$ cat config.mk
export PLATFORM = sky130hd
export DESIGN_NAME = amr_map_router
export DESIGN_NICKNAME = d
export VERILOG_FILES = /design/src/rtl/amr_pkg.sv /design/src/rtl/amr_region_decode.sv /design/src/rtl/amr_dma_guard.sv /design/src/rtl/amr_bank_reg.sv /design/src/rtl/amr_map_router.sv
export SDC_FILE = /design/constraint.sdc
export NUM_CORES = 1
export LEC_CHECK = 0
export ABC_AREA = 1
export BUFFER_PORTS_ARGS = -buffer_cell sky130_fd_sc_hd__buf_2
export CORE_MARGIN = 10
export CORE_UTILIZATION = 34
export CTS_CLUSTER_DIAMETER = 40
export DETAILED_ROUTE_END_ITERATION = 8
export GPL_ROUTABILITY_DRIVEN = 0
export PLACE_DENSITY = 0.86
export SYNTH_ARGS = -nofsm -noshare
export SYNTH_HDL_FRONTEND = slang
export SYNTH_SLANG_ARGS = --single-unit
$ cat constraint.sdc
create_clock -name clk -period 1.4 [get_ports clk]
set_input_delay 0.21 -clock clk [delete_from_list [all_inputs] [get_ports clk]]
set_output_delay 0.21 -clock clk [all_outputs]
set_load 0.01 [all_outputs]
$ cat src/rtl/amr_pkg.sv
package amr_pkg;

    localparam int NSEL      = 10;
    localparam int SEL_ROM0  = 0;
    localparam int SEL_ROMX  = 1;
    localparam int SEL_VRAM  = 2;
    localparam int SEL_XRAM  = 3;
    localparam int SEL_WRAM0 = 4;
    localparam int SEL_WRAMX = 5;
    localparam int SEL_OAM   = 6;
    localparam int SEL_IO    = 7;
    localparam int SEL_HRAM  = 8;
    localparam int SEL_IE    = 9;

    localparam logic [15:0] OAM_BASE  = 16'hFE00;
    localparam logic [15:0] OAM_END   = 16'hFEA0;
    localparam logic [15:0] IO_BASE   = 16'hFF00;
    localparam logic [15:0] HRAM_BASE = 16'hFF80;
    localparam logic [15:0] IE_ADDR   = 16'hFFFF;
    localparam logic [15:0] BANK_ADDR = 16'hFF70;
    localparam logic [7:0]  FILL_BYTE = 8'hFF;

    typedef enum logic [1:0] {
        BUS_CPU,
        BUS_MAIN,
        BUS_VID,
        BUS_WRAM
    } bus_e;

    typedef enum logic [1:0] {
        ST_IDLE,
        ST_FETCH,
        ST_FILL,
        ST_REG
    } rd_state_e;

    function automatic bus_e bus_of(input logic [2:0] blk, input logic enh);
        bus_e b;
        unique case (blk)
            3'd4:    b = BUS_VID;
            3'd6:    b = enh ? BUS_WRAM : BUS_MAIN;
            3'd7:    b = BUS_CPU;
            default: b = BUS_MAIN;
        endcase
        return b;
    endfunction

endpackage

$ cat src/rtl/amr_region_decode.sv
module amr_region_decode
    import amr_pkg::*;
#(
    parameter int ADDR_W = 16,
    parameter int BANK_W = 3,
    parameter int OFS_W  = 15
) (
    input  logic [ADDR_W-1:0] addr,
    input  logic [BANK_W-1:0] bank,
    input  logic [1:0]        video_mode,
    input  logic              xram_en,
    output logic [NSEL-1:0]   sel,
    output logic [OFS_W-1:0]  offset,
    output logic              hit_reg
);

    localparam int PAGE_W = 12;

    logic oam_open;
    assign oam_open = (video_mode < 2'd2);

    always_comb begin
        sel     = '0;
        offset  = '0;
        hit_reg = 1'b0;
        unique case (addr[ADDR_W-1:ADDR_W-4])
            4'h0, 4'h1, 4'h2, 4'h3: begin
                sel[SEL_ROM0] = 1'b1;
                offset        = OFS_W'(addr[13:0]);
            end
            4'h4, 4'h5, 4'h6, 4'h7: begin
                sel[SEL_ROMX] = 1'b1;
                offset        = OFS_W'(addr[13:0]);
            end
            4'h8, 4'h9: begin
                sel[SEL_VRAM] = 1'b1;
                offset        = OFS_W'(addr[12:0]);
            end
            4'hA, 4'hB: begin
                sel[SEL_XRAM] = xram_en;
                offset        = OFS_W'(addr[12:0]);
            end
            4'hC, 4'hE: begin
                sel[SEL_WRAM0] = 1'b1;
                offset         = OFS_W'(addr[PAGE_W-1:0]);
            end
            4'hD: begin
                sel[SEL_WRAMX] = 1'b1;
                offset         = OFS_W'({bank, addr[PAGE_W-1:0]});
            end
            default: begin
                if (addr < OAM_BASE) begin
                    sel[SEL_WRAMX] = 1'b1;
                    offset         = OFS_W'({bank, addr[PAGE_W-1:0]});
                end else if (addr < OAM_END) begin
                    sel[SEL_OAM] = oam_open;
                    offset       = OFS_W'(addr[7:0]);
                end else if (addr < IO_BASE) begin
                    sel = '0;
                end else if (addr == BANK_ADDR) begin
                    hit_reg = 1'b1;
                end else if (addr < HRAM_BASE) begin
                    sel[SEL_IO] = 1'b1;
                    offset      = OFS_W'(addr[6:0]);
                end else if (addr < IE_ADDR) begin
                    sel[SEL_HRAM] = 1'b1;
                    offset        = OFS_W'(addr[6:0]);
                end else begin
                    sel[SEL_IE] = 1'b1;
                end
            end
        endcase
    end

endmodule

$ cat src/rtl/amr_dma_guard.sv
module amr_dma_guard
    import amr_pkg::*;
#(
    parameter int ADDR_W = 16,
    parameter int BLK_W  = 3
) (
    input  logic [ADDR_W-1:0] addr,
    input  logic              dma_busy,
    input  logic [BLK_W-1:0]  dma_src_blk,
    input  logic              enhanced,
    output logic              blocked
);

    localparam int NBLK = 1 << BLK_W;

    bus_e blk_bus [NBLK];

    for (genvar b = 0; b < NBLK; b++) begin : g_bus_tbl
        assign blk_bus[b] = bus_of(BLK_W'(b), enhanced);
    end

    bus_e src_bus;
    bus_e acc_bus;
    logic oam_hit;
    logic bus_clash;

    assign src_bus   = blk_bus[dma_src_blk];
    assign acc_bus   = blk_bus[addr[ADDR_W-1:ADDR_W-BLK_W]];
    assign oam_hit   = (addr >= OAM_BASE) && (addr < OAM_END);
    assign bus_clash = (src_bus != BUS_CPU) && (src_bus == acc_bus);
    assign blocked   = dma_busy && (bus_clash || oam_hit);

endmodule

$ cat src/rtl/amr_bank_reg.sv
module amr_bank_reg #(
    parameter int BANK_W = 3
) (
    input  logic              clk,
    input  logic              rst_n,
    input  logic              load,
    input  logic [BANK_W-1:0] wdata,
    output logic [BANK_W-1:0] bank
);

    localparam logic [BANK_W-1:0] BANK_ONE = BANK_W'(1);

    always_ff @(posedge clk) begin
        if (!rst_n) begin
            bank <= BANK_ONE;
        end else if (load) begin
            bank <= (wdata == '0) ? BANK_ONE : wdata;
        end
    end

    assert_bank_nonzero_R4 : assert property (@(posedge clk) disable iff (!rst_n)
        bank != '0);

    assert_bank_load_R4 : assert property (@(posedge clk) disable iff (!rst_n)
        (load && wdata != '0) |=> (bank == $past(wdata)));

endmodule

$ cat src/rtl/amr_map_router.sv
module amr_map_router
    import amr_pkg::*;
#(
    parameter int ADDR_W = 16,
    parameter int DATA_W = 8,
    parameter int BANK_W = 3,
    parameter int BLK_W  = 3,
    parameter int OFS_W  = 15
) (
    input  logic              clk,
    input  logic              rst_n,
    input  logic [ADDR_W-1:0] cpu_addr,
    input  logic              cpu_rd,
    input  logic              cpu_wr,
    input  logic [DATA_W-1:0] cpu_wdata,
    output logic [DATA_W-1:0] cpu_rdata,
    output logic              cpu_rvalid,
    input  logic [1:0]        video_mode,
    input  logic              dma_busy,
    input  logic [BLK_W-1:0]  dma_src_blk,
    input  logic              enhanced,
    input  logic              xram_en,
    output logic [NSEL-1:0]   mem_sel,
    output logic [OFS_W-1:0]  mem_offset,
    output logic              mem_re,
    output logic              mem_we,
    output logic [DATA_W-1:0] mem_wdata,
    input  logic [DATA_W-1:0] mem_rdata,
    output logic [BANK_W-1:0] wram_bank
);

    localparam int PAD_W = DATA_W - BANK_W;

    logic [NSEL-1:0] raw_sel;
    logic            hit_reg;
    logic            blocked;
    logic            routed;
    logic            wr_go;
    rd_state_e       state_q;
    rd_state_e       state_d;

    amr_region_decode #(
        .ADDR_W(ADDR_W), .BANK_W(BANK_W), .OFS_W(OFS_W)
    ) u_decode (
        .addr(cpu_addr), .bank(wram_bank), .video_mode(video_mode),
        .xram_en(xram_en), .sel(raw_sel), .offset(mem_offset), .hit_reg(hit_reg)
    );

    amr_dma_guard #(
        .ADDR_W(ADDR_W), .BLK_W(BLK_W)
    ) u_guard (
        .addr(cpu_addr), .dma_busy(dma_busy), .dma_src_blk(dma_src_blk),
        .enhanced(enhanced), .blocked(blocked)
    );

    amr_bank_reg #(
        .BANK_W(BANK_W)
    ) u_bank (
        .clk(clk), .rst_n(rst_n), .load(wr_go && hit_reg),
        .wdata(cpu_wdata[BANK_W-1:0]), .bank(wram_bank)
    );

    assign wr_go     = cpu_wr && !cpu_rd;
    assign mem_sel   = blocked ? '0 : raw_sel;
    assign routed    = |mem_sel;
    assign mem_re    = cpu_rd && routed;
    assign mem_we    = wr_go && routed;
    assign mem_wdata = cpu_wdata;

    always_comb begin
        state_d = ST_IDLE;
        if (cpu_rd) begin
            if (routed) begin
                state_d = ST_FETCH;
            end else if (hit_reg) begin
                state_d = ST_REG;
            end else begin
                state_d = ST_FILL;
            end
        end
    end

    always_ff @(posedge clk) begin
        if (!rst_n) begin
            state_q <= ST_IDLE;
        end else begin
            state_q <= state_d;
        end
    end

    always_comb begin
        cpu_rvalid = 1'b1;
        cpu_rdata  = FILL_BYTE;
        unique case (state_q)
            ST_IDLE: begin
                cpu_rvalid = 1'b0;
            end
            ST_FETCH: begin
                cpu_rdata = mem_rdata;
            end
            ST_FILL: begin
                cpu_rdata = FILL_BYTE;
            end
            ST_REG: begin
                cpu_rdata = {{PAD_W{1'b1}}, wram_bank};
            end
        endcase
    end

    assert_sel_onehot_R1 : assert property (@(posedge clk) disable iff (!rst_n)
        (mem_re || mem_we) |-> ($countones(mem_sel) == 1));

    assert_oam_mode_R5 : assert property (@(posedge clk) disable iff (!rst_n)
        (video_mode >= 2'd2 && cpu_addr >= OAM_BASE && cpu_addr < OAM_END)
        |-> !mem_sel[SEL_OAM]);

    assert_dma_oam_R9 : assert property (@(posedge clk) disable iff (!rst_n)
        (dma_busy && cpu_addr >= OAM_BASE && cpu_addr < OAM_END) |-> (mem_sel == '0));

    assert_rvalid_R11 : assert property (@(posedge clk) disable iff (!rst_n)
        cpu_rd |=> cpu_rvalid);

    assert_idle_R11 : assert property (@(posedge clk) disable iff (!rst_n)
        !cpu_rd |=> !cpu_rvalid);

    assert_fill_R6 : assert property (@(posedge clk) disable iff (!rst_n)
        (cpu_rd && mem_sel == '0 && cpu_addr != BANK_ADDR) |=> (cpu_rdata == FILL_BYTE));

    assert_rdwr_R12 : assert property (@(posedge clk) disable iff (!rst_n)
        (cpu_rd && cpu_wr) |-> !mem_we);

endmodule

== Word level (Yosys, flattened, before mapping) ==
Cells that the tools add are included.
Storage, ports and cells
  register bits after elaboration: 5
  input port bits: 44
  logic and storage cells: 101
Operators by class
  order comparisons: 9
  equality and inequality tests: 18
  multiplexer cells: 42
  bitwise gates (word level): 4
  reduce and logical (&&, ||, !) cells: 25
Operators with widths (number)
  16-bit less-than comparator, second input constant: 5
  15-bit two-way mux: 5
  15-bit case mux with 4 select lines: 1
  4-bit equality test, second input constant: 7
  1-bit two-way mux: 18
  16-bit equality test, second input constant: 1
  4-bit by 3-bit equality test with 1-bit output, second input constant: 4
  16-bit >= comparator, second input constant: 1
  8-bit case mux with 2 select lines: 1
  15-bit OR reduction: 1
  14-bit OR reduction: 1
  2-bit binary-select mux with 3-bit select: 2
  2-bit two-way mux: 6
  3-bit two-way mux: 4
  12-bit OR reduction: 1
  4-bit OR reduction: 3
  10-bit two-way mux: 1
  10-bit OR reduction: 1
  4-bit by 2-bit equality test with 1-bit output, second input constant: 2
  4-bit >= comparator, second input constant: 2
  4-bit two-way mux: 2
  3-bit NOT with 4-bit output: 2
  8-bit OR reduction: 1
  1-bit logical AND: 7
  16 further kinds: 19

== Logic depth before layout (Yosys ltp) ==
Gate-level depths: netlist of the first run.
  depth in word-level cells: 11
  depth in mapped cells: 14
  depth with buffers taken out: 14

== Cells and area by module ==
A second synthesis of the first run with hierarchy kept.
Unflattened totals
  cells, all modules: 219
  area total of the unflattened synthesis: 1073.5 um^2
By module, submodules not included
  amr_region_decode: instances 1, cells an instance 91, area an instance 417.9 um^2
  amr_map_router: instances 1, cells an instance 78, area an instance 387.9 um^2
  amr_dma_guard: instances 1, cells an instance 32, area an instance 146.4 um^2
  amr_bank_reg: instances 1, cells an instance 18, area an instance 121.4 um^2

== Worst setup path after synthesis of the first run ==
OpenSTA, ideal clock, no wires.
  path type: input-to-output
  from: input port cpu_addr[15]
  to: output port mem_re
  arrival time: 1391 ps
  data required time: 1190 ps
  slack: -201 ps
  stages: 11
  buffers on the path: 1
  cell sequence: buf_2 > nand2_2 > nor2_4 > inv_2 > nor2_8 > nand2_4 > nand2_2 > nand2_2 > nand2_4 > o31ai_4 > a21boi_1
Between the ends
  longest elaborated chain between the ends: 11
  elaborated cells between the ends (all ways): 58
  classes of those cells: order compare (6); eq/ne (16); mux (21); bitwise (1); reduce/logical (14)
Ends and longest elaborated chain
  from (decl): line amr_map_router.sv:12  | input logic [ADDR_W-1:0] cpu_addr,
  16-bit less-than comparator / 3-bit NOT with 4-bit output (equally long branches): line amr_region_decode.sv:65, amr_dma_guard.sv:28
  1-bit two-way mux / 2-bit binary-select mux with 3-bit select (equally long branches): line amr_region_decode.sv:65, amr_dma_guard.sv:28
  2-bit two-way mux (on tied branches): line amr_region_decode.sv:62, amr_dma_guard.sv:28
  3-bit two-way mux / 2-bit two-way mux (equally long branches): line amr_region_decode.sv:60, amr_dma_guard.sv:28
  3-bit two-way mux / 2-bit equality test (equally long branches): line amr_region_decode.sv:58, amr_dma_guard.sv:30
  3-bit two-way mux / 1-bit logical AND (equally long branches): line amr_region_decode.sv:55, amr_dma_guard.sv:30
  4-bit two-way mux / 1-bit logical OR (equally long branches): line amr_region_decode.sv:52, amr_dma_guard.sv:31
  4-bit two-way mux / 1-bit logical AND (equally long branches): line amr_region_decode.sv:26, amr_dma_guard.sv:31
  10-bit two-way mux *: line amr_map_router.sv:64  | assign mem_sel = blocked ? '0 : raw_sel;
  10-bit OR reduction *: line amr_map_router.sv:65  | assign routed = |mem_sel;
  1-bit logical AND *: line amr_map_router.sv:66  | assign mem_re = cpu_rd && routed;
  to (decl): line amr_map_router.sv:25  | output logic mem_re,
Mark *: on every way between the ends. The rest lies on a longest branch, timed or not. The select of a mux whose other input is x is not followed.

== Worst setup path after layout of the first run ==
  from: input port cpu_addr[10]
  to: output port mem_we
Between the ends
  longest elaborated chain between the ends: 11
  elaborated cells between the ends (all ways): 25
  classes of those cells: order compare (6); eq/ne (1); mux (13); reduce/logical (5)
Ends and longest elaborated chain
  16-bit less-than comparator: line amr_region_decode.sv:65  | end else if (addr < IE_ADDR) begin
  1-bit two-way mux: line amr_region_decode.sv:65
  2-bit two-way mux: line amr_region_decode.sv:62  | end else if (addr < HRAM_BASE) begin
  3-bit two-way mux: line amr_region_decode.sv:60  | end else if (addr == BANK_ADDR) begin
  3-bit two-way mux: line amr_region_decode.sv:58  | end else if (addr < IO_BASE) begin
  3-bit two-way mux: line amr_region_decode.sv:55  | end else if (addr < OAM_END) begin
  4-bit two-way mux: line amr_region_decode.sv:52  | if (addr < OAM_BASE) begin
  4-bit two-way mux: line amr_region_decode.sv:26  | unique case (addr[ADDR_W-1:ADDR_W-4])
  10-bit two-way mux *: line amr_map_router.sv:64
  10-bit OR reduction *: line amr_map_router.sv:65
  1-bit logical AND *: line amr_map_router.sv:67  | assign mem_we = wr_go && routed;
  to (decl): line amr_map_router.sv:26  | output logic mem_we,
Mark *: on every way between the ends. The rest lies on a longest branch, timed or not.

==> summary.md, run 1 <==
| Metric | Value |
|---|---|
| Status | `finished with violations` |
| Violated checks | `setup timing` |
| Reg power frac | `19.4%` |
| Pwr Density | `389 nW/µm²` |
| Crit Path Class | `in2out` |
| Logic gate share of total power | `60.5%` |
| Initial antenna violation count | `0` |
| Crit path max-delay cell type | `a21oi_4` |
| Clk root buf | `clkbuf_4` |
| DRT antenna net count | `0` |
| Delay of the slowest critical-path stage | `230 ps` |
| Post-Syn Area | `991 µm²` |
| Pre-antenna DRT Iters | `4` |
| Synth cell types | `29` |
| DR vias/cell | `4.60` |
| Initial DRC count | `60` |
| CTS max path bufs | `2` |
| Final Skew | `0 ps` |
| Period utilisation layout | `120%` |
| Final Net Count | `346` |
| Clock sinks | `5` |
| Final Slew Violations | `0` |
| IO Pins | `91` |
| Worst-path cell chain | `buf_8 > nand2_4 > nor2_4 > nand2_4 > nor2_8 > nand2_4 > nand2_4 > nand2_8 > a21oi_4 > a21boi_2 > buf_2` |
| Headroom to the max-slew limit | `81.1%` |
| Max_cap viols | `0` |
| Clock transition at path regs | `40 ps` |
| Commonest cells after routing, fill and taps aside | `buf_2 (70), inv_1 (38), nand2_1 (36)` |
| First-pass GRT wire length | `6.60 mm` |
| Chip Width | `74.0 µm` |
| Die area | `5470 µm²` |
| Post-Layout Cell Count | `332` |
| Die Span Y | `74.0 µm` |
| Clock Latency Late Sink | `230 ps` |
| DRC Markers | `0` |
| Critical path capture point type | `output pin` |
| DP HPWL | `3.35 mm` |
| Crit path DAT | `1470 ps` |
| Diode count | `0` |
| Syn_nets | `233` |
| VDD IR-drop max | `428 µV` |
| Placed cell count | `319` |
| Largest net degree at the start of global routing | `8` |
| Vias in the first global route | `1572` |
| Share of cells above drive strength 1 | `57.5%` |
| Final core occ | `71.6%` |
| Seq/Total Area, Yosys | `10.1%` |
| Fmax | `0.595 GHz` |
| Row cnt | `19` |
| Clock power share | `20.1%` |
| Place WS | `-306 ps` |
| Overflow after GRT | `0` |
| Total track usage | `14.3%` |
| Fillers | `225` |
| Worst Path Max Fanout | `5` |
| Commonest non-fill, non-tap cell in the layout | `buf_2` |
| Required time of the critical path | `1190 ps` |
| Final WS setup | `-280 ps` |
| CTS tree | `yes` |
| Startpoint types | `input port` |
| Syn_area_per_cell | `5.24 µm²` |
| Leak | `1.19 nW` |
| Layout area overhead | `101%` |
| Crit path time final | `1680 ps` |
| Worst hold slack | `233 ps` |
| H-Tree Depth | `1` |
| Yosys warns | `0` |
| Unrepaired setup endpoints after global routing | `true` |
| Via total after detailed routing | `1526` |
| Net switching power | `298 µW` |
| Synthesized flop and latch total | `5` |
| Setup TNS | `-4250 ps` |
| Post-DR wirelength/cell | `13.0 µm` |
| Switching Fraction | `38.4%` |
| Hold Crit Class | `in2reg` |
| Internal power | `477 µW` |
| Final wirelength | `4.30 mm` |
| Cts bufs inserted | `3` |
| Synthesized netlist cell count | `189` |
| Initial core utilization | `35.6%` |
| Final hold vios | `0` |
| Setup violators final | `23` |
| Buffers on Ports | `79` |
| Tightest Pin Transition | `284 ps` |
| Critical path's most frequent cell | `nand2_4` |
| Core area | `2780 µm²` |
area by class of cell:
type / count / area (µm²) / share of cell area (%)
Inverter: 48 / 195 / 9.80
Timing Repair Buffer: 117 / 793 / 39.8
Clock buffer: 4 / 26.3 / 1.32
Tap cell: 31 / 38.8 / 1.95
Sequential cell: 5 / 101 / 5.09
Multi-Input combinational cell: 127 / 837 / 42.0
path summary, 6_finish.rpt:
| path | to | startpoint | slack, ps | cells after the start |
|---|---|---|---|---|
| max reg2reg | u_bank.bank[2] | u_bank.bank[2] | 730 | 3 |
| min | u_bank.bank[0] | rst_n | 230 | 2 |
| min reg2reg | u_bank.bank[1] | u_bank.bank[1] | 530 | 2 |
| max | mem_we | cpu_addr[10] | -280 | 11 |
state kept, by name, indices dropped and copies added (netlist names):
signal,flops
state_q,2
u_bank.bank,3
cell families after synthesis:
group                  synth area share (%)
AOI/OAI and AO/OA                      13.4
buffers and inverters                  24.7
DFF                                    10.1
and+or+nand+nor                        51.8
routing by layer:
layer | track usage [%] | vias to the layer above | wire length (µm)
li1 | - | 787 | -
met1 | 14.6 | 668 | 1580
met2 | 27.0 | 60 | 2230
met3 | 4.65 | 11 | 367
met4 | 4.14 | 0 | 121
met5 | 0 | - | 0
Yosys cell counts:
cell	number	share of area (%)
inv_1	45	17
nand2_1	43	16
nor2_1	38	14
nor3_1	9	4.5
buf_4	8	6.1
a21oi_1	6	3.0
dfxtp_1	5	10
nand3_1	4	2.0
inv_2	3	1.1
nand2_2	3	1.9
a21boi_1	2	1.5
nand2_4	2	2.3
nand3b_1	2	1.5
nand4_1	2	1.3
nor2_2	2	1.3
o21ai_0	2	1.0
a211oi_1	1	0.76
a21oi_4	1	1.6
buf_2	1	0.50
nand4_2	1	1.3
nor2_4	1	1.1
nor2_8	1	2.0
nor4_2	1	1.3
o211a_1	1	1.0
o211ai_1	1	0.76
o22ai_1	1	0.63
o31ai_4	1	2.1
o32ai_1	1	0.88
or2_2	1	0.63
stage by stage:
| stage | power, mW | instance area (µm²) |
|---|---|---|
| 6_report | 0.775 | 1990 |
| 4_1_cts | 0.728 | 1830 |
| 5_1_grt | 0.842 | 1990 |
| 2_1_floorplan | 0.371 | 1080 |
| 3_3_place_gp | 0.530 | 1660 |
| 3_5_place_dp | 0.539 | 1660 |
power groups by stage:
| stage | Sequential, mW | Combinational [mW] | Clock [mW] |
|---|---|---|---|
| after detailed placement | 0.152 | 0.387 | 0 |
| after floorplan | 0.152 | 0.219 | 0 |
| after global placement | 0.152 | 0.378 | 0 |
| final | 0.150 | 0.469 | 0.156 |
| after CTS | 0.150 | 0.417 | 0.160 |
| after global routing | 0.150 | 0.514 | 0.177 |
timing repair:
action / CTS / global route
gates resized for setup: 28 / 36
buffers inserted: 7 / 4
endpoints found under the setup margin: 21 / 31
hold buffers: 0 / 0
pin swaps: 13 / 14
worst max-delay path, delay by kind of cell:
kind                   cells  cell delay, ps
AND/OR/NAND/NOR            7             720
AO/OA/AOI/OAI              2             310
buffers and inverters      2             230
(Power assumes the default switching activity.)
==> run 2, diff against run 1 <==
--- a/config.mk
+++ b/config.mk
@@ -13,6 +13,7 @@
 export DETAILED_ROUTE_END_ITERATION = 8
 export GPL_ROUTABILITY_DRIVEN = 0
 export PLACE_DENSITY = 0.86
+export SKIP_LAST_GASP = 1
 export SYNTH_ARGS = -nofsm -noshare
 export SYNTH_HDL_FRONTEND = slang
 export SYNTH_SLANG_ARGS = --single-unit
==> run 2 against run 1 <==
Effect of this change:
- the flow still finishes with violations (setup timing)
- final cell count down 0.60%
- sequential share of layout area rose by 0.10 points
- worst setup slack better by 21 ps
- highest routed layer unchanged
==> summary.md, run 2 (synthesis results as in run 1) <==
| Metric | Value |
|---|---|
| Status | `finished with violations (unchanged)` |
| Design Area, Final | `1950 µm² (was 1990 µm²)` |
| Violated checks | `setup timing (unchanged)` |
| Reg power frac | `19.5% (was 19.4%)` |
| Biggest register | `u_bank.bank (unchanged)` |
| Net switching power | `297 µW (was 298 µW)` |
| Setup violators final | `21 (was 23)` |
| Final wirelength | `4.26 mm (was 4.30 mm)` |
| Via total after detailed routing | `1533 (was 1526)` |
| Max_cap viols | `0 (unchanged)` |
| Crit path time final | `1660 ps (was 1680 ps)` |
| Required time of the critical path | `1190 ps (about the same)` |
| FF-to-FF setup slack | `730 ps (about the same)` |
| DR vias/cell | `4.65 (was 4.60)` |
| Initial core utilization | `35.6% (unchanged)` |
| DRT antenna net count | `0 (unchanged)` |
| Fillers | `232 (was 225)` |
| CTS tree | `yes (unchanged)` |
| Internal power | `471 µW (was 477 µW)` |
| IO Pins | `91 (unchanged)` |
| Pwr Density | `394 nW/µm² (was 389 nW/µm²)` |
| Hold Crit Class | `in2reg (unchanged)` |
| Total track usage | `14.3% (about the same)` |
| Unrepaired setup endpoints after global routing | `true (unchanged)` |
| Diode count | `0 (unchanged)` |
| Clock Latency Late Sink | `230 ps (about the same)` |
| Layout area overhead | `97.0% (was 101%)` |
| H-Tree Depth | `1 (unchanged)` |
| Cts bufs inserted | `3 (unchanged)` |
| Commonest cells after routing, fill and taps aside | `buf_2 (70), inv_1 (40), nand2_1 (38) (was buf_2 (70), inv_1 (38), nand2_1 (36))` |
| Core area | `2780 µm² (unchanged)` |
| Buffers on Ports | `79 (unchanged)` |
| Initial antenna violation count | `0 (unchanged)` |
| Overflow after GRT | `0 (unchanged)` |
| Period utilisation layout | `118% (was 120%)` |
| Die Span Y | `74.0 µm (unchanged)` |
| Logic gate share of total power | `59.9% (was 60.5%)` |
| Worst hold slack | `231 ps (was 233 ps)` |
| Commonest non-fill, non-tap cell in the layout | `buf_2 (unchanged)` |
| CTS Hold Bufs | `0 (unchanged)` |
| DRC Markers | `0 (unchanged)` |
| Die area | `5470 µm² (unchanged)` |
| Final Net Count | `344 (was 346)` |
| Startpoint types | `input port (unchanged)` |
| Vias in the first global route | `1572 (unchanged)` |
| Chip Width | `74.0 µm (unchanged)` |
| Clock transition at path regs | `40 ps (about the same)` |
| Largest net degree at the start of global routing | `8 (unchanged)` |
| Final hold vios | `0 (unchanged)` |
| Leak | `1.18 nW (was 1.19 nW)` |
| Fmax | `0.603 GHz (was 0.595 GHz)` |
| Final Skew | `0 ps (unchanged)` |
| Crit Path Class | `in2out (unchanged)` |
| Tightest Pin Transition | `286 ps (was 284 ps)` |
| Largest regs | `u_bank.bank (3), state_q (2) (unchanged)` |
| Final WS setup | `-259 ps (was -280 ps)` |
| Critical path capture point type | `output pin (unchanged)` |
| Final Slew Violations | `0 (unchanged)` |
| Worst Path Max Fanout | `7 (was 5)` |
| Headroom to the max-slew limit | `80.9% (was 81.1%)` |
| Crit path DAT | `1450 ps (was 1470 ps)` |
| Clock sinks | `5 (unchanged)` |
| Clock power share | `20.6% (was 20.1%)` |
| Largest register FFs | `3 (unchanged)` |
| VDD IR-drop max | `428 µV (about the same)` |
| DP HPWL | `3.35 mm (unchanged)` |
| DP Area | `1660 µm² (unchanged)` |
| Share of cells above drive strength 1 | `55.9% (was 57.5%)` |
| Row cnt | `19 (unchanged)` |
| Post-DR wirelength/cell | `12.9 µm (was 13.0 µm)` |
| First-pass GRT wire length | `6.58 mm (was 6.60 mm)` |
| CTS max path bufs | `2 (unchanged)` |
| Switching Fraction | `38.6% (was 38.4%)` |
| Pre-antenna DRT Iters | `4 (unchanged)` |
| Initial DRC count | `43 (was 60)` |
| Clk root buf | `clkbuf_4 (unchanged)` |
==> run 2: cell count changes in the layout (fill, tap and decap cells not counted), sizes merged <==
cell / delta
buf: -2
==> run 2: timing repair <==
action                     4_1_cts  5_1_grt
pin swaps                       13       17
resized for setup               24       32
setup endpoints to repair       21       31
buffers inserted                 7        3
==> run 2: path summary, 6_finish.rpt <==
kind	startpoint	cells past startpoint	endpoint
max	cpu_addr[15]	12	mem_offset[4]
min	rst_n	2	u_bank.bank[0]
max reg2reg	u_bank.bank[2]	3	u_bank.bank[2]
min reg2reg	u_bank.bank[1]	2	u_bank.bank[1]
==> run 2: cell type report <==
type | instances | area [µm²] | area share [%]
Tap cell | 31 | 38.8 | 1.99
Timing Repair Buffer | 115 | 766 | 39.2
Multi-Input combinational cell | 127 | 827 | 42.4
Sequential cell | 5 | 101 | 5.19
Clock buffer | 4 | 26.3 | 1.35
Inverter | 48 | 193 | 9.87
==> run 2: power by group through the flow <==
stage,registers [mW],clock network (mW),logic (mW)
3_3_place_gp,0.152,0,0.378
2_1_floorplan,0.152,0,0.219
6_report,0.150,0.158,0.460
4_1_cts,0.150,0.160,0.416
5_1_grt,0.150,0.177,0.506
3_5_place_dp,0.152,0,0.387
==> run 2: worst max-delay path: stages <==
cell	delay, ps
buf_8	90
nand2_4	60
nor2_4	180
nand4_4	170
nor2_4	130
inv_2	60
nor2_4	100
nor3_2	70
nor2_4	90
buf_6	130
nor2_1	40
buf_2	130
==> run 2: metal layers <==
| layer | routed length, µm | vias to the layer above | part of all wire, % | track usage, % |
|---|---|---|---|---|
| li1 | - | 783 | - | - |
| met1 | 1600 | 678 | 38 | 14.7 |
| met2 | 2240 | 62 | 53 | 27.0 |
| met3 | 348 | 10 | 8.2 | 4.52 |
| met4 | 70 | 0 | 1.6 | 3.73 |
| met5 | 0 | - | 0 | 0 |
==> run 2: through the flow <==
stage | setup slack, ps | setup TNS, ps | util (%) | power (mW) | cells
floorplan | -75.4 | -716 | - | 0.371 | 189
global placement | -229 | -4110 | 59.5 | 0.530 | 319
detailed placement | -306 | -5220 | 59.5 | 0.539 | 319
CTS | -237 | -3330 | 65.6 | 0.726 | 329
global route | -359 | -6180 | 70.2 | 0.833 | 330
finish | -259 | -4120 | 70.2 | 0.768 | 330
==> run 3, diff against run 2 <==
--- a/config.mk
+++ b/config.mk
@@ -13,6 +13,7 @@
 export DETAILED_ROUTE_END_ITERATION = 8
 export GPL_ROUTABILITY_DRIVEN = 0
 export PLACE_DENSITY = 0.86
+export RECOVER_POWER = 25
 export SKIP_LAST_GASP = 1
 export SYNTH_ARGS = -nofsm -noshare
 export SYNTH_HDL_FRONTEND = slang
==> run 3 against run 2 <==
Effect of this change:
- the run still ends with setup timing left
- non-clock buffer count did not move
- clock-buffer cell count did not move
- hold slack did not move
- power barely moved
- routed wire length barely moved
- register-to-register slack barely moved
- cell area barely moved
- die area did not move
- core utilization barely moved
- critical endpoint unchanged
==> summary.md, run 3 (synthesis results as in run 1) <==
| Metric | Value |
|---|---|
| Diode count | `0 (unchanged)` |
| Critical path buffers and inverters | `4 (unchanged)` |
| Biggest register | `u_bank.bank (unchanged)` |
| Crit path DAT | `1450 ps (about the same)` |
| Clock sinks | `5 (unchanged)` |
| Top Metal Used | `met4 (unchanged)` |
| Required time of the critical path | `1190 ps (about the same)` |
| Vias in the first global route | `1572 (unchanged)` |
| Chip Width | `74.0 µm (unchanged)` |
| CTS max path bufs | `2 (unchanged)` |
| Fmax | `0.603 GHz (unchanged)` |
| Clock Latency Late Sink | `230 ps (about the same)` |
| Design Area, Final | `1950 µm² (about the same)` |
| Post-Layout Cell Count | `330 (unchanged)` |
| IO Pins | `91 (unchanged)` |
| Hold-critical path endpoint | `u_bank.bank[0] (unchanged)` |
| Delay of the slowest critical-path stage | `180 ps (about the same)` |
| Max_cap viols | `0 (unchanged)` |
| VDD IR-drop max | `428 µV (about the same)` |
| Final Skew | `0 ps (unchanged)` |
| Worst Min Path Start | `rst_n (unchanged)` |
| Startpoint types | `input port (unchanged)` |
| DRC Markers | `0 (unchanged)` |
| FF-to-FF End | `u_bank.bank[2] (unchanged)` |
| Violated checks | `setup timing (unchanged)` |
| FF-to-FF setup slack | `730 ps (about the same)` |
| Overflow after GRT | `0 (unchanged)` |
| Worst Hold Depth | `2 (unchanged)` |
| Row cnt | `19 (unchanged)` |
| Routed met3 length | `348 µm (unchanged)` |
| Largest regs | `u_bank.bank (3), state_q (2) (unchanged)` |
| Final hold vios | `0 (unchanged)` |
| Largest register FFs | `3 (unchanged)` |
| H-Tree Depth | `1 (unchanged)` |
| Cts bufs inserted | `3 (unchanged)` |
| Worst Path Max Fanout | `7 (unchanged)` |
| Final Slew Violations | `0 (unchanged)` |
| Hold Crit Class | `in2reg (unchanged)` |
| Commonest cells after routing, fill and taps aside | `buf_2 (69), inv_1 (40), nand2_1 (38) (was buf_2 (70), inv_1 (40), nand2_1 (38))` |
| Worst hold slack | `231 ps (unchanged)` |
| Reg-to-reg startpoint | `u_bank.bank[2] (unchanged)` |
| DP Area | `1660 µm² (unchanged)` |
| Pwr Density | `394 nW/µm² (about the same)` |
| Core area | `2780 µm² (unchanged)` |
| Critical path capture point type | `output pin (unchanged)` |
| Commonest non-fill, non-tap cell in the layout | `buf_2 (unchanged)` |
| DP HPWL | `3.35 mm (unchanged)` |
| Clock transition at path regs | `40 ps (about the same)` |
| Delay-heaviest family, CP | `simple AND/OR/NAND/NOR gates (unchanged)` |
| Headroom to the max-slew limit | `80.9% (unchanged)` |
| Clk root buf | `clkbuf_4 (unchanged)` |
| Worst-path cell chain | `buf_8 > nand2_4 > nor2_4 > nand4_4 > nor2_4 > inv_2 > nor2_4 > nor3_2 > nor2_4 > buf_6 > nor2_1 > buf_2 (unchanged)` |
| First-pass GRT wire length | `6.58 mm (unchanged)` |
| Unrepaired setup endpoints after global routing | `true (unchanged)` |
| Via total after detailed routing | `1533 (unchanged)` |
| Placed cell count | `319 (unchanged)` |
| Share of cells above drive strength 1 | `55.5% (was 55.9%)` |
| Worst reg2reg path depth | `3 (unchanged)` |
| Critical path's most frequent cell | `nor2_4 (unchanged)` |
| Period utilisation layout | `118% (unchanged)` |
| Final WS setup | `-259 ps (unchanged)` |
| Setup violators final | `21 (unchanged)` |
| Post-DR wirelength/cell | `12.9 µm (about the same)` |
| Crit path time final | `1660 ps (unchanged)` |
| Initial DRC count | `43 (unchanged)` |
| Buffers on Ports | `79 (unchanged)` |
| Crit Path Class | `in2out (unchanged)` |
| DRT antenna net count | `0 (unchanged)` |
| Initial core utilization | `35.6% (unchanged)` |
| Status | `finished with violations (unchanged)` |
| Layout area overhead | `96.8% (was 97.0%)` |
| Leak | `1.18 nW (about the same)` |
| Total track usage | `14.3% (unchanged)` |
| Final wirelength | `4.26 mm (about the same)` |
| Pre-antenna DRT Iters | `4 (unchanged)` |
| CP startpoint | `cpu_addr[15] (unchanged)` |
| Die Span Y | `74.0 µm (unchanged)` |
| Met2 WL post-DR | `2.24 mm (unchanged)` |
| Crit path max-delay cell type | `nor2_4 (unchanged)` |
| Place WS | `-306 ps (unchanged)` |
| DR vias/cell | `4.65 (unchanged)` |
| Tightest Pin Transition | `286 ps (unchanged)` |
| Initial antenna violation count | `0 (unchanged)` |
| CTS tree | `yes (unchanged)` |
| Final core occ | `70.1% (was 70.2%)` |
| Die area | `5470 µm² (unchanged)` |
| Routed length on met1 | `1.60 mm (about the same)` |
| Final Net Count | `344 (unchanged)` |
| Largest net degree at the start of global routing | `8 (unchanged)` |
[run 3: worst max-delay path by stage]
stage	end	slack, ps	cells past startpoint
6_report	mem_offset[4]	-260	12
5_1_grt	mem_offset[2]	-360	12
4_1_cts	mem_we	-240	12
3_5_place_dp	mem_sel[3]	-310	12
3_3_place_gp	mem_sel[3]	-230	12
2_1_floorplan	mem_re	-80	11
[run 3: final cells by class]
class	count	area, µm²
Fill cell	233	831
Multi-Input combinational cell	127	827
Timing Repair Buffer	115	764
Inverter	48	193
Sequential cell	5	101
Tap cell	31	38.8
Clock buffer	4	26.3
[run 3: per-stage QoR]
stage               power [mW]  TNS [ps]
floorplan                0.371      -716
global placement         0.530     -4110
detailed placement       0.539     -5220
CTS                      0.726     -3330
global route             0.833     -6180
finish                   0.768     -4120
[run 3: power breakdown]
part	leakage (nW)	internal [mW]	total, mW	switching (mW)
Sequential	0.0401	0.147	0.150	0.00346
Clock	0.0150	0.107	0.158	0.0507
Combinational	1.12	0.217	0.460	0.243
[run 3: repair_timing]
| item | CTS | global route |
|---|---|---|
| pin swaps | 13 | 17 |
| hold buffers | 0 | 0 |
| buffers inserted | 7 | 3 |
| setup endpoints to repair | 21 | 31 |
| resized for setup | 24 | 32 |
[run 3: per-layer routing]
metal / global-route usage, % / vias up
li1: - / 783
met1: 14.7 / 678
met4: 3.73 / 0
met5: 0 / -
met3: 4.52 / 10
met2: 27.0 / 62
